## src/rtl/irq_fe_pkg.sv

```systemverilog
// Package: shared types and constants of the interrupt request front end.
// Assumes: the synchronized input bundle is ordered maskable, non-maskable, test.
package irq_fe_pkg;

    // Positions of the three inputs inside the synchronizer bundle
    localparam int unsigned IN_COUNT = 3;
    localparam int unsigned IDX_MASK = 0;
    localparam int unsigned IDX_NMI  = 1;
    localparam int unsigned IDX_TEST = 2;

    // Servicing state of the decision logic
    typedef enum logic {
        SVC_IDLE = 1'b0,
        SVC_BUSY = 1'b1
    } svc_state_e;

endpackage

```

## src/rtl/irq_sync.sv

```systemverilog
// Module: multi-stage flip-flop synchronizer for a bundle of independent bits.
// Assumes: each bit is a quasi-static level; no bus coherence across bits is needed.
// Every stage is reset low by the synchronous active-low reset.
module irq_sync #(
    parameter int unsigned WIDTH  = 3,
    parameter int unsigned STAGES = 2
) (
    input  logic             clk,
    input  logic             rst_n,
    input  logic [WIDTH-1:0] din,
    output logic [WIDTH-1:0] dout
);

    localparam int unsigned LAST = STAGES - 1;

    logic [WIDTH-1:0] chain_q [STAGES];

    generate
        for (genvar s = 0; s < STAGES; s++) begin : g_stage
            if (s == 0) begin : g_first
                // First stage: capture the asynchronous inputs
                always_ff @(posedge clk) begin
                    if (!rst_n) chain_q[s] <= '0;
                    else        chain_q[s] <= din;
                end
            end else begin : g_next
                // Later stages: let metastability settle
                always_ff @(posedge clk) begin
                    if (!rst_n) chain_q[s] <= '0;
                    else        chain_q[s] <= chain_q[s-1];
                end
            end
        end
    endgenerate

    assign dout = chain_q[LAST];

endmodule

```

## src/rtl/irq_edge_latch.sv

```systemverilog
// Module: rising-edge detector with a pending latch for the non-maskable request.
// Assumes: 'level' is already synchronized. 'clear' is a one-cycle strobe from the
// decision logic. A rise in the clearing cycle survives, so a new edge is never lost.
module irq_edge_latch (
    input  logic clk,
    input  logic rst_n,
    input  logic level,
    input  logic clear,
    output logic pending
);

    logic prev_q;
    logic pend_q;
    logic rise;

    // Compare the synchronized level with its value one cycle earlier
    assign rise = level & ~prev_q;

    // Remember the previous synchronized level
    always_ff @(posedge clk) begin
        if (!rst_n) prev_q <= 1'b0;
        else        prev_q <= level;
    end

    // Set on a rise, hold until cleared; a rise beats the clear
    always_ff @(posedge clk) begin
        if (!rst_n)     pend_q <= 1'b0;
        else if (rise)  pend_q <= 1'b1;
        else if (clear) pend_q <= 1'b0;
    end

    assign pending = pend_q;

    // a detected rise always leaves a pending request behind
    a_r7_rise_sets_pending: assert property (@(posedge clk) disable iff (!rst_n)
        rise |=> pending);

    // a steady-high level cannot create a new pending request
    a_r10_no_set_on_steady: assert property (@(posedge clk) disable iff (!rst_n)
        (!pending && prev_q) |=> !pending);

endmodule

```

## src/rtl/irq_arbiter.sv

```systemverilog
// Module: boundary decision and servicing state for the interrupt front end.
// Assumes: 'instr_end' marks the last clock of an instruction; inputs are synchronized.
// The non-maskable request has priority; only one interrupt is serviced at a time.
module irq_arbiter
    import irq_fe_pkg::*;
#(
    parameter int unsigned VEC_W   = 8,
    parameter int unsigned NMI_VEC = 2
) (
    input  logic             clk,
    input  logic             rst_n,
    input  logic             instr_end,
    input  logic             int_enable,
    input  logic             mask_lvl,
    input  logic             nmi_pend,
    input  logic             ack_done,
    output logic             nmi_clear,
    output logic             take_irq,
    output logic [VEC_W-1:0] vec_type,
    output logic             need_ack_cycle
);

    localparam logic [VEC_W-1:0] VEC_NMI  = VEC_W'(NMI_VEC);
    localparam logic [VEC_W-1:0] VEC_NONE = '0;

    svc_state_e       state_q;
    logic             take_q;
    logic [VEC_W-1:0] vec_q;
    logic             ack_q;
    logic             at_boundary;
    logic             pick_nmi;
    logic             pick_mask;

    // Decide at an idle boundary; non-maskable first, maskable only when enabled
    always_comb begin
        at_boundary = (state_q == SVC_IDLE) && instr_end;
        pick_nmi    = at_boundary && nmi_pend;
        pick_mask   = at_boundary && !nmi_pend && int_enable && mask_lvl;
    end

    assign nmi_clear = pick_nmi;

    // One-cycle take pulse in the clock after the decision
    always_ff @(posedge clk) begin
        if (!rst_n) take_q <= 1'b0;
        else        take_q <= pick_nmi | pick_mask;
    end

    // Servicing state with held vector type and acknowledge flag
    always_ff @(posedge clk) begin
        if (!rst_n) begin
            state_q <= SVC_IDLE;
            vec_q   <= VEC_NONE;
            ack_q   <= 1'b0;
        end else if (pick_nmi) begin
            state_q <= SVC_BUSY;
            vec_q   <= VEC_NMI;
            ack_q   <= 1'b0;
        end else if (pick_mask) begin
            state_q <= SVC_BUSY;
            vec_q   <= VEC_NONE;
            ack_q   <= 1'b1;
        end else if (state_q == SVC_BUSY && ack_done) begin
            state_q <= SVC_IDLE;
            vec_q   <= VEC_NONE;
            ack_q   <= 1'b0;
        end
    end

    assign take_irq       = take_q;
    assign vec_type       = vec_q;
    assign need_ack_cycle = ack_q;

    // the take strobe never lasts two cycles
    a_r9_take_single: assert property (@(posedge clk) disable iff (!rst_n)
        take_irq |=> !take_irq);

    // nothing is taken while an interrupt is being serviced
    a_r9_quiet_busy: assert property (@(posedge clk) disable iff (!rst_n)
        (state_q == SVC_BUSY && !ack_done) |=> !take_irq);

    // a pending non-maskable request at an idle boundary wins, without acknowledge
    a_r6_nmi_first: assert property (@(posedge clk) disable iff (!rst_n)
        (state_q == SVC_IDLE && instr_end && nmi_pend) |=> (take_irq && !need_ack_cycle));

    // a take without acknowledge carries the non-maskable vector type
    a_r2_nmi_vector: assert property (@(posedge clk) disable iff (!rst_n)
        (take_irq && !need_ack_cycle) |-> vec_type == VEC_NMI);

    // with interrupts disabled and nothing non-maskable, a boundary is quiet
    a_r5_masked_quiet: assert property (@(posedge clk) disable iff (!rst_n)
        (instr_end && !int_enable && !nmi_pend) |=> !take_irq);

endmodule

```

## src/rtl/irq_front_end.sv

```systemverilog
// Module: interrupt request front end (top).
// Synchronizes the maskable, non-maskable and test inputs and latches non-maskable
// edges. At each instruction boundary it decides whether to enter an interrupt.
// Assumes: raw inputs are asynchronous; synchronous active-low reset.
module irq_front_end
    import irq_fe_pkg::*;
#(
    parameter int unsigned SYNC_STAGES = 2,
    parameter int unsigned VEC_W       = 8,
    parameter int unsigned NMI_VEC     = 2
) (
    input  logic             clk,
    input  logic             rst_n,
    input  logic             mask_raw,
    input  logic             nmi_raw,
    input  logic             test_raw,
    input  logic             instr_end,
    input  logic             int_enable,
    input  logic             ack_done,
    output logic             take_irq,
    output logic [VEC_W-1:0] vec_type,
    output logic             need_ack_cycle,
    output logic             test_sync
);

    logic [IN_COUNT-1:0] raw_bus;
    logic [IN_COUNT-1:0] sync_bus;
    logic                nmi_pend;
    logic                nmi_clear;

    // Gather the asynchronous inputs into one bundle
    always_comb begin
        raw_bus           = '0;
        raw_bus[IDX_MASK] = mask_raw;
        raw_bus[IDX_NMI]  = nmi_raw;
        raw_bus[IDX_TEST] = test_raw;
    end

    irq_sync #(
        .WIDTH  (IN_COUNT),
        .STAGES (SYNC_STAGES)
    ) u_sync (
        .clk   (clk),
        .rst_n (rst_n),
        .din   (raw_bus),
        .dout  (sync_bus)
    );

    irq_edge_latch u_nmi_edge (
        .clk     (clk),
        .rst_n   (rst_n),
        .level   (sync_bus[IDX_NMI]),
        .clear   (nmi_clear),
        .pending (nmi_pend)
    );

    irq_arbiter #(
        .VEC_W   (VEC_W),
        .NMI_VEC (NMI_VEC)
    ) u_arb (
        .clk            (clk),
        .rst_n          (rst_n),
        .instr_end      (instr_end),
        .int_enable     (int_enable),
        .mask_lvl       (sync_bus[IDX_MASK]),
        .nmi_pend       (nmi_pend),
        .ack_done       (ack_done),
        .nmi_clear      (nmi_clear),
        .take_irq       (take_irq),
        .vec_type       (vec_type),
        .need_ack_cycle (need_ack_cycle)
    );

    assign test_sync = sync_bus[IDX_TEST];

    // a maskable take always asks for the acknowledge sequence with type 0 held
    a_r4_mask_ack: assert property (@(posedge clk) disable iff (!rst_n)
        (take_irq && need_ack_cycle) |-> vec_type == '0);

endmodule

```

## config.mk

```make
export PLATFORM = sky130hd
export DESIGN_NAME = irq_front_end
export DESIGN_NICKNAME = d
export VERILOG_FILES = /design/src/rtl/irq_fe_pkg.sv /design/src/rtl/irq_sync.sv /design/src/rtl/irq_edge_latch.sv /design/src/rtl/irq_arbiter.sv /design/src/rtl/irq_front_end.sv
export SDC_FILE = /design/constraint.sdc
export NUM_CORES = 1
export LEC_CHECK = 0
export CAP_MARGIN = 20
export CORE_MARGIN = 2
export CORE_UTILIZATION = 30
export CTS_BUF_LIST = sky130_fd_sc_hd__clkbuf_8
export DETAILED_ROUTE_END_ITERATION = 16
export DONT_BUFFER_PORTS = 1
export GPL_TIMING_DRIVEN = 0
export PLACE_DENSITY = 0.41
export SYNTH_ARGS = -nofsm -noshare
export SYNTH_HDL_FRONTEND = slang
export SYNTH_SLANG_ARGS = --single-unit
```

## constraint.sdc

```tcl
create_clock -name clk -period 2 [get_ports clk]
set_input_delay 0.3 -clock clk [delete_from_list [all_inputs] [get_ports clk]]
set_output_delay 0.3 -clock clk [all_outputs]
set_load 0.1 [all_outputs]
```

==> reports/summary.txt, run 1 <==
Synth Register Bits: 12
Core Area: 0.00147 mm2
CP endpoint kind: output port
Met1 Usage GRT: 9.64%
Maximum vdd drop: 0.448 mV
Simple-Gate Fraction of Synth Area: 22.3%
Synth Instances: 45
Port Buffers: 0
Wire per inst: 10.1 um
Register Area: 240 um2
Worst-Margin Slew: 0.997 ns
Synth Warn #: 0
Share of cells above drive strength 1: 23.6%
Critical path peak fanout: 3
Final Setup Violations: 0
Largest family of logic cells by synthesized area: simple AND/OR/NAND/NOR gates
Antenna Cells: 0
Post-synthesis mux area share: 0%
Multi-input logic area: 178 um2
GP Congestion: 0.753
Period utilization: 76.1%
Grt met2 use: 12.7%
Post-CTS Setup Bufs: 0
Placed Area: 498 um2
Max-cap viol count: 0
Syn Area/Cell: 10.1 um2
CTS Buf Count: 3
Worst slew margin: 33.5%
Hold WC Path Type: in2reg
Clock H-tree levels: 1
Max Transition Viols Final: 0
PwrDens: 1120 mW/mm2
TritonRoute pass-1 iters: 4
Vias in the first global route: 286
Worst r2r src: u_arb.need_ack_cycle
Die Wd: 43.0 um
CP required: 1.70 ns
Reg-to-Reg End: u_arb.need_ack_cycle
Global route hottest layer: met2
Hold Vio Cnt, Final: 0
Vias/cell: 4.45
Outcome: finished clean
DR iter-0 viols: 6
# resized after CTS: 0
XOR/XNOR Fraction of Synth Area: 0%
Hold path cells: 1
GR Overflow Total: 0
RSZ-0062 raised after global routing: no
Startpoint type of the worst setup path: flip-flop
Crit Path Category: reg2out
Initial Utilization: 31.0%
Row count: 14
Routed Antenna Nets: 0
Reg2Reg Setup Slack: 0.53 ns
Synth-to-Final Area Change: 21.4%
Mapped Area: 455 um2
Largest net degree at the start of global routing: 11
CTS Sinks: 12
Clk buf depth: 2
Vias: 316
Post-CTS Hold Buffers: 0
Clock transition at the registers of the reported paths: 0.05 ns
Adder-Cell Fraction of Synth Area: 0%
Initial antenna violation count: 0
Period minus WS final: 1.52 ns
Met3 Resource Use GR: 5.96%
Die area: 0.00185 mm2
Io pins: 19
CTS tree: built
Worst Path Arrival: 1.22 ns
Fmax: 0.657 GHz
Fin area: 553 um2
Post-synthesis compound-gate area fraction: 11.0%
LEAKAGE: 0.239 nW
Worst Reg-to-Reg Cells: 2
Post-Route WL: 720 um
Post-synthesis cell type count: 16
Setup TNS: 0 ns
Clk Latency, worst-skew pair: 0.24 ns
Clock Skews: 0.00451 ns
Nets: 64
Seq/Total Area, Yosys: 52.7%
Clock Tree Root: clkbuf_8
Post-detail-place hpwl: 541 um
Die Ht: 43.0 um
First-pass GRT wire length: 1180 um
Fillers: 157
# DRC: 0
WHS Endpoint: u_sync.chain_q[0][0]
GR Util All Layers: 9.18%
Worst Hold Launch: mask_raw
[cell usage after synthesis]
cell / instances / area share (%)
nor3b_2: 1 / 2.7
nand2_1: 3 / 2.5
clkbuf_1: 1 / 0.82
conb_1: 1 / 0.82
nor2b_1: 2 / 2.7
and2_1: 7 / 9.6
dfxtp_1: 12 / 53
nand2b_4: 1 / 3.0
inv_1: 1 / 0.82
buf_4: 7 / 12
o2111ai_1: 1 / 1.9
o21ai_0: 1 / 1.1
a31o_1: 1 / 1.9
nor3b_1: 1 / 1.6
a31oi_1: 2 / 2.7
a21oi_1: 3 / 3.3
[stage by stage]
| stage | worst slack, ns | utilization, % | total power, mW | hold slack [ns] | cells |
|---|---|---|---|---|---|
| 6_report | 0.478 | 37.6 | 0.619 | 0.180 | 71 |
| 5_1_grt | 0.426 | 37.6 | 0.644 | 0.180 | 71 |
| 4_1_cts | 0.473 | 37.6 | 0.625 | 0.178 | 71 |
| 3_5_place_dp | 0.539 | 33.8 | 0.359 | 0.422 | 67 |
| 3_3_place_gp | 0.558 | 33.8 | 0.359 | 0.414 | 67 |
| 2_1_floorplan | 0.613 | - | 0.356 | 0.412 | 51 |
[report_power, final]
group	internal [mW]	switching, mW
sequential	0.248	0.0207
combinational	0.0189	0.0666
clock	0.174	0.0907
[metal layers]
metal | vias up | wire length (um)
li1 | 154 | -
met1 | 141 | 286
met2 | 18 | 312
met3 | 3 | 92
met4 | 0 | 28
met5 | - | 0
[placed cells by master (no fill, tap or decap)]
cell type / count
and2_1: 7
nor3b_2: 1
nor2b_1: 2
a31o_1: 1
o2111ai_1: 1
clkbuf_8: 4
a21oi_1: 3
a31oi_1: 2
conb_1: 7
o21ai_0: 1
nand2_1: 3
dfxtp_1: 12
buf_4: 7
nand2b_4: 1
inv_1: 1
clkbuf_1: 1
nor3b_1: 1
[final cells by class]
class                      instances  area share, %
buffer                             8           10.2
clock buffer                       4           9.95
inverter                           1          0.679
multi-input combinational         30           32.1
sequential                        12           43.4
tap                               16           3.62
[sequential cells by signal (all words and copies together) (netlist names)]
name / count
u_arb.state_q: 1
u_arb.need_ack_cycle: 1
u_arb.vec_type: 1
u_nmi_edge.pending: 1
u_sync.chain_q: 6
u_nmi_edge.prev_q: 1
u_arb.take_irq: 1
[logic make-up (layout without fill, tap and decap cells)]
family,after synthesis,in the layout
AND/OR/NAND/NOR,15,15
flip-flops,12,12
buffers and inverters,9,13
AO/OA/AOI/OAI,8,8
other,1,7
[worst max path at each step]
stage	startpoint	endpoint	slack (ns)	cells past startpoint
detailed placement	u_arb.need_ack_cycle	u_arb.need_ack_cycle	0.54	2
finish	u_arb.need_ack_cycle	need_ack_cycle	0.48	0
global route	u_arb.need_ack_cycle	u_arb.need_ack_cycle	0.43	2
CTS	u_arb.need_ack_cycle	need_ack_cycle	0.47	0
floorplan	u_arb.need_ack_cycle	u_arb.need_ack_cycle	0.61	2
global placement	u_arb.need_ack_cycle	u_arb.need_ack_cycle	0.56	2
Power figures use the tool's default switching activity.
==> inputs of run 2 (changes only) <==
==> constraint.sdc (replaced) <==
create_clock -name clk -period 1.5 [get_ports clk]
set_input_delay 0.225 -clock clk [delete_from_list [all_inputs] [get_ports clk]]
set_output_delay 0.225 -clock clk [all_outputs]
set_load 0.1 [all_outputs]
==> run 2 against run 1 <==
Largest power group unchanged. Global-route usage stayed put. First-iteration DRC count is 17% lower. Sequential cell count did not move. Critical path type unchanged. Sequential power is 33% higher.
==> reports/summary.txt, run 2 (synthesis gave the netlist of run 1 again) <==
Die area: 0.00185 mm2
Row count: 14
Largest net degree at the start of global routing: 11
Routed Antenna Nets: 0
Final Setup Violations: 0
Hold WC Path Type: in2reg
Max Transition Viols Final: 0
Worst setup margin: 0.0702 ns
Maximum vdd drop: 0.598 mV
Outcome: finished clean
GR Util All Layers: 9.18%
Initial antenna violation count: 0
Worst r2r src: u_arb.vec_type[1]
Vias/cell: 4.42
LEAKAGE: 0.239 nW
Setup TNS: 0 ns
Io pins: 19
Worst slew margin: 35.0%
Post-CTS Setup Bufs: 0
Clock Skews: 0.00457 ns
Initial Utilization: 31.0%
Placed Area: 498 um2
Most frequent cells in the layout: dfxtp_1 (11), and2_1 (7), buf_4 (7), conb_1 (7), clkbuf_8 (4)
CTS Sinks: 12
Reg2Reg Setup Slack: 0.13 ns
Die Wd: 43.0 um
Worst-Margin Slew: 0.974 ns
Core Area: 0.00147 mm2
# DRC: 0
Port Buffers: 0
Post-Route WL: 725 um
Reg-to-Reg End: u_arb.vec_type[1]
Clock transition at the registers of the reported paths: 0.05 ns
CP required: 1.27 ns
WHS Endpoint: u_sync.chain_q[0][0]
CP endpoint kind: output port
Synth-to-Final Area Change: 21.7%
Clk Latency, worst-skew pair: 0.24 ns
Vias in the first global route: 286
Worst slack, placed: 0.0391 ns
Share of cells above drive strength 1: 25.5%
Largest register FFs: 6
Worst Hold Launch: mask_raw
Startpoint type of the worst setup path: flip-flop
Post-CTS Hold Buffers: 0
Period utilization: 95.3%
Worst Reg-to-Reg Cells: 2
TritonRoute pass-1 iters: 3
CTS Buf Count: 3
Critical path peak fanout: 2
Max-cap viol count: 0
GR Overflow Total: 0
DR iter-0 viols: 5
GP Congestion: 0.753
Top reg by flops: u_sync.chain_q
RSZ-0062 raised after global routing: no
Fillers: 159
Hold Vio Cnt, Final: 0
Post-detail-place hpwl: 541 um
Nets: 64
Worst Path Arrival: 1.20 ns
Vias: 314
Die Ht: 43.0 um
CTS tree: built
Clock Tree Root: clkbuf_8
Fmax: 0.699 GHz
Wire per inst: 10.2 um
Crit Path Category: reg2out
Period minus WS final: 1.43 ns
Clk buf depth: 2
Pwr Total: 0.825 mW
Hold path cells: 1
PwrDens: 1490 mW/mm2
Clock H-tree levels: 1
First-pass GRT wire length: 1180 um
Fin area: 554 um2
Antenna Cells: 0
Commonest non-fill, non-tap cell in the layout: dfxtp_1
run 2: metal layers:
| layer | vias to the layer above | global-route usage (%) | routed length (um) |
|---|---|---|---|
| li1 | 155 | - | - |
| met1 | 142 | 9.64 | 305 |
| met2 | 17 | 12.7 | 324 |
| met3 | 0 | 5.96 | 95 |
| met4 | 0 | 7.27 | 0 |
| met5 | - | 0 | 0 |
run 2: stage by stage:
stage / hold slack [ns] / utilization [%] / instances
global route: 0.105 / 37.7 / 71
detailed placement: 0.357 / 33.8 / 67
global placement: 0.353 / 33.8 / 67
finish: 0.106 / 37.7 / 71
CTS: 0.103 / 37.6 / 71
floorplan: 0.352 / - / 51
run 2: cell type report:
cell class	instances	area [um2]	area share [%]
inverter	1	3.75	0.677
multi-input combinational	30	178	32.1
clock buffer	4	55.1	9.93
buffer	8	56.3	10.2
sequential	12	241	43.6
tap	16	20.0	3.61
run 2: how the worst max path moves through the flow:
stage | start | endpoint | slack, ns | cells after the start
final | u_arb.vec_type[1] | vec_type[1] | 0.07 | 0
after global routing | u_arb.vec_type[1] | vec_type[1] | 0.04 | 0
after CTS | u_arb.need_ack_cycle | u_arb.need_ack_cycle | 0.02 | 2
after detailed placement | u_arb.need_ack_cycle | u_arb.need_ack_cycle | 0.04 | 2
after global placement | u_arb.need_ack_cycle | u_arb.need_ack_cycle | 0.06 | 2
after floorplan | u_arb.need_ack_cycle | u_arb.need_ack_cycle | 0.11 | 2
run 2: power by group:
group          internal [mW]  switching (mW)  leakage [nW]  total [mW]
sequential             0.331          0.0277        0.0988       0.359
clock                  0.232           0.119        0.0288       0.351
combinational         0.0251          0.0890         0.112       0.114
total                  0.588           0.236         0.239       0.825
run 2: repair_timing:
item	4_1_cts	5_1_grt
hold endpoints to repair	0	0
resized for setup	0	1
setup endpoints to repair	0	1
==> inputs of run 3 (changes only) <==
==> constraint.sdc (replaced) <==
create_clock -name clk -period 1.43 [get_ports clk]
set_input_delay 0.2145 -clock clk [delete_from_list [all_inputs] [get_ports clk]]
set_output_delay 0.2145 -clock clk [all_outputs]
set_load 0.1 [all_outputs]
==> run 3 against run 2 <==
Sequential share of layout area up 0.13 points. Combinational power is 5% higher. Global-route usage grew 0.087 points. Critical path depth unchanged. Clock skew stayed put. Non-clock buffer count unchanged. Total power rose by 4.9%. Sequential power increased by 5%. Cell count unchanged. Sequential cell count unchanged. Wire length stayed put. Critical path type unchanged. Critical endpoint is now take_irq. Largest cell class unchanged.
==> reports/summary.txt, run 3 (synthesis gave the netlist of run 1 again) <==
Crit Path Category: reg2out
Initial antenna violation count: 0
CTS Sinks: 12
Worst hold slack: 0.0958 ns
Most frequent cells in the layout: dfxtp_1 (10), and2_1 (7), buf_4 (7), conb_1 (7), clkbuf_8 (4)
Period minus WS final: 1.39 ns
Worst Path Arrival: 1.18 ns
Worst Hold Launch: mask_raw
PwrDens: 1560 mW/mm2
Max-cap viol count: 0
GR Util All Layers: 9.27%
Placed Area: 498 um2
CTS tree: built
Port Buffers: 0
WHS Endpoint: u_sync.chain_q[0][0]
Core Area: 0.00147 mm2
Die Ht: 43.0 um
Hold path cells: 1
Clock Tree Root: clkbuf_8
Clock H-tree levels: 1
Clk buf depth: 2
GP Congestion: 0.753
Share of cells above drive strength 1: 27.3%
CTS Buf Count: 3
Wire per inst: 10.2 um
Worst Setup SP: u_arb.take_irq
Worst slew margin: 37.7%
Hold Vio Cnt, Final: 0
Clk Latency, worst-skew pair: 0.24 ns
Fin area: 556 um2
Worst r2r src: u_arb.need_ack_cycle
Critical path depth in cells: 0
Vias in the first global route: 287
Largest net degree at the start of global routing: 11
Worst-Margin Slew: 0.934 ns
Vias/cell: 4.42
CP required: 1.22 ns
Outcome: finished clean
LEAKAGE: 0.240 nW
Nets: 64
Post-CTS Setup Bufs: 0
Die area: 0.00185 mm2
DR iter-0 viols: 5
Post-detail-place hpwl: 541 um
RSZ-0062 raised after global routing: no
Vias: 314
GR Overflow Total: 0
Initial Utilization: 31.0%
Period utilization: 97.2%
Reg-to-Reg End: u_arb.need_ack_cycle
Row count: 14
CP endpoint kind: output port
Clock transition at the registers of the reported paths: 0.05 ns
Top reg by flops: u_sync.chain_q
First-pass GRT wire length: 1200 um
Max Transition Viols Final: 0
Hold WC Path Type: in2reg
Post-Route WL: 725 um
Io pins: 19
Routed Antenna Nets: 0
Setup TNS: 0 ns
Synth-to-Final Area Change: 22.0%
Reg2Reg Setup Slack: 0.28 ns
TritonRoute pass-1 iters: 3
Clock Skews: 0.00457 ns
Fmax: 0.719 GHz
Antenna Cells: 0
Startpoint type of the worst setup path: flip-flop
Die Wd: 43.0 um
Critical path peak fanout: 1
# DRC: 0
Largest register FFs: 6
Maximum vdd drop: 0.627 mV
Commonest non-fill, non-tap cell in the layout: dfxtp_1
Worst Reg-to-Reg Cells: 2
Final Setup Violations: 0
==> run 3: worst max-delay path by stage <==
stage	end	slack, ns
after floorplan	u_arb.need_ack_cycle	0.04
after global placement	u_arb.need_ack_cycle	-0.01
after detailed placement	u_arb.need_ack_cycle	-0.03
after CTS	take_irq	0.03
after global routing	take_irq	0.01
final	take_irq	0.04
==> run 3: through the flow <==
step | std cells | setup slack, ns | power [mW] | utilization [%]
after detailed placement | 67 | -0.0309 | 0.503 | 33.8
after global placement | 67 | -0.0120 | 0.501 | 33.8
final | 71 | 0.0397 | 0.865 | 37.8
after global routing | 71 | 0.0147 | 0.900 | 37.8
after CTS | 71 | 0.0303 | 0.874 | 37.8
after floorplan | 51 | 0.0435 | 0.497 | -
==> run 3: routing by layer <==
metal | share of wire, % | wire (um) | global-route usage (%)
met1 | 42 | 305 | 9.90
met4 | 0 | 0 | 7.27
met3 | 13 | 95 | 5.96
met5 | 0 | 0 | 0
met2 | 45 | 324 | 12.7
==> run 3: final cells by class <==
class | count | area [um2]
sequential | 12 | 243
fill | 161 | 916
multi-input combinational | 30 | 178
clock buffer | 4 | 55.1
inverter | 1 | 3.75
tap | 16 | 20.0
buffer | 8 | 56.3
==> run 3: repair_timing <==
item / CTS / global route
gates resized for setup: 2 / 0
hold buffers: 0 / 0
setup endpoints to repair: 3 / 0
==> run 3: power by group <==
group | switching (mW) | total [mW] | internal, mW
Clock | 0.125 | 0.368 | 0.243
Combinational | 0.0934 | 0.120 | 0.0264
Sequential | 0.0291 | 0.377 | 0.348
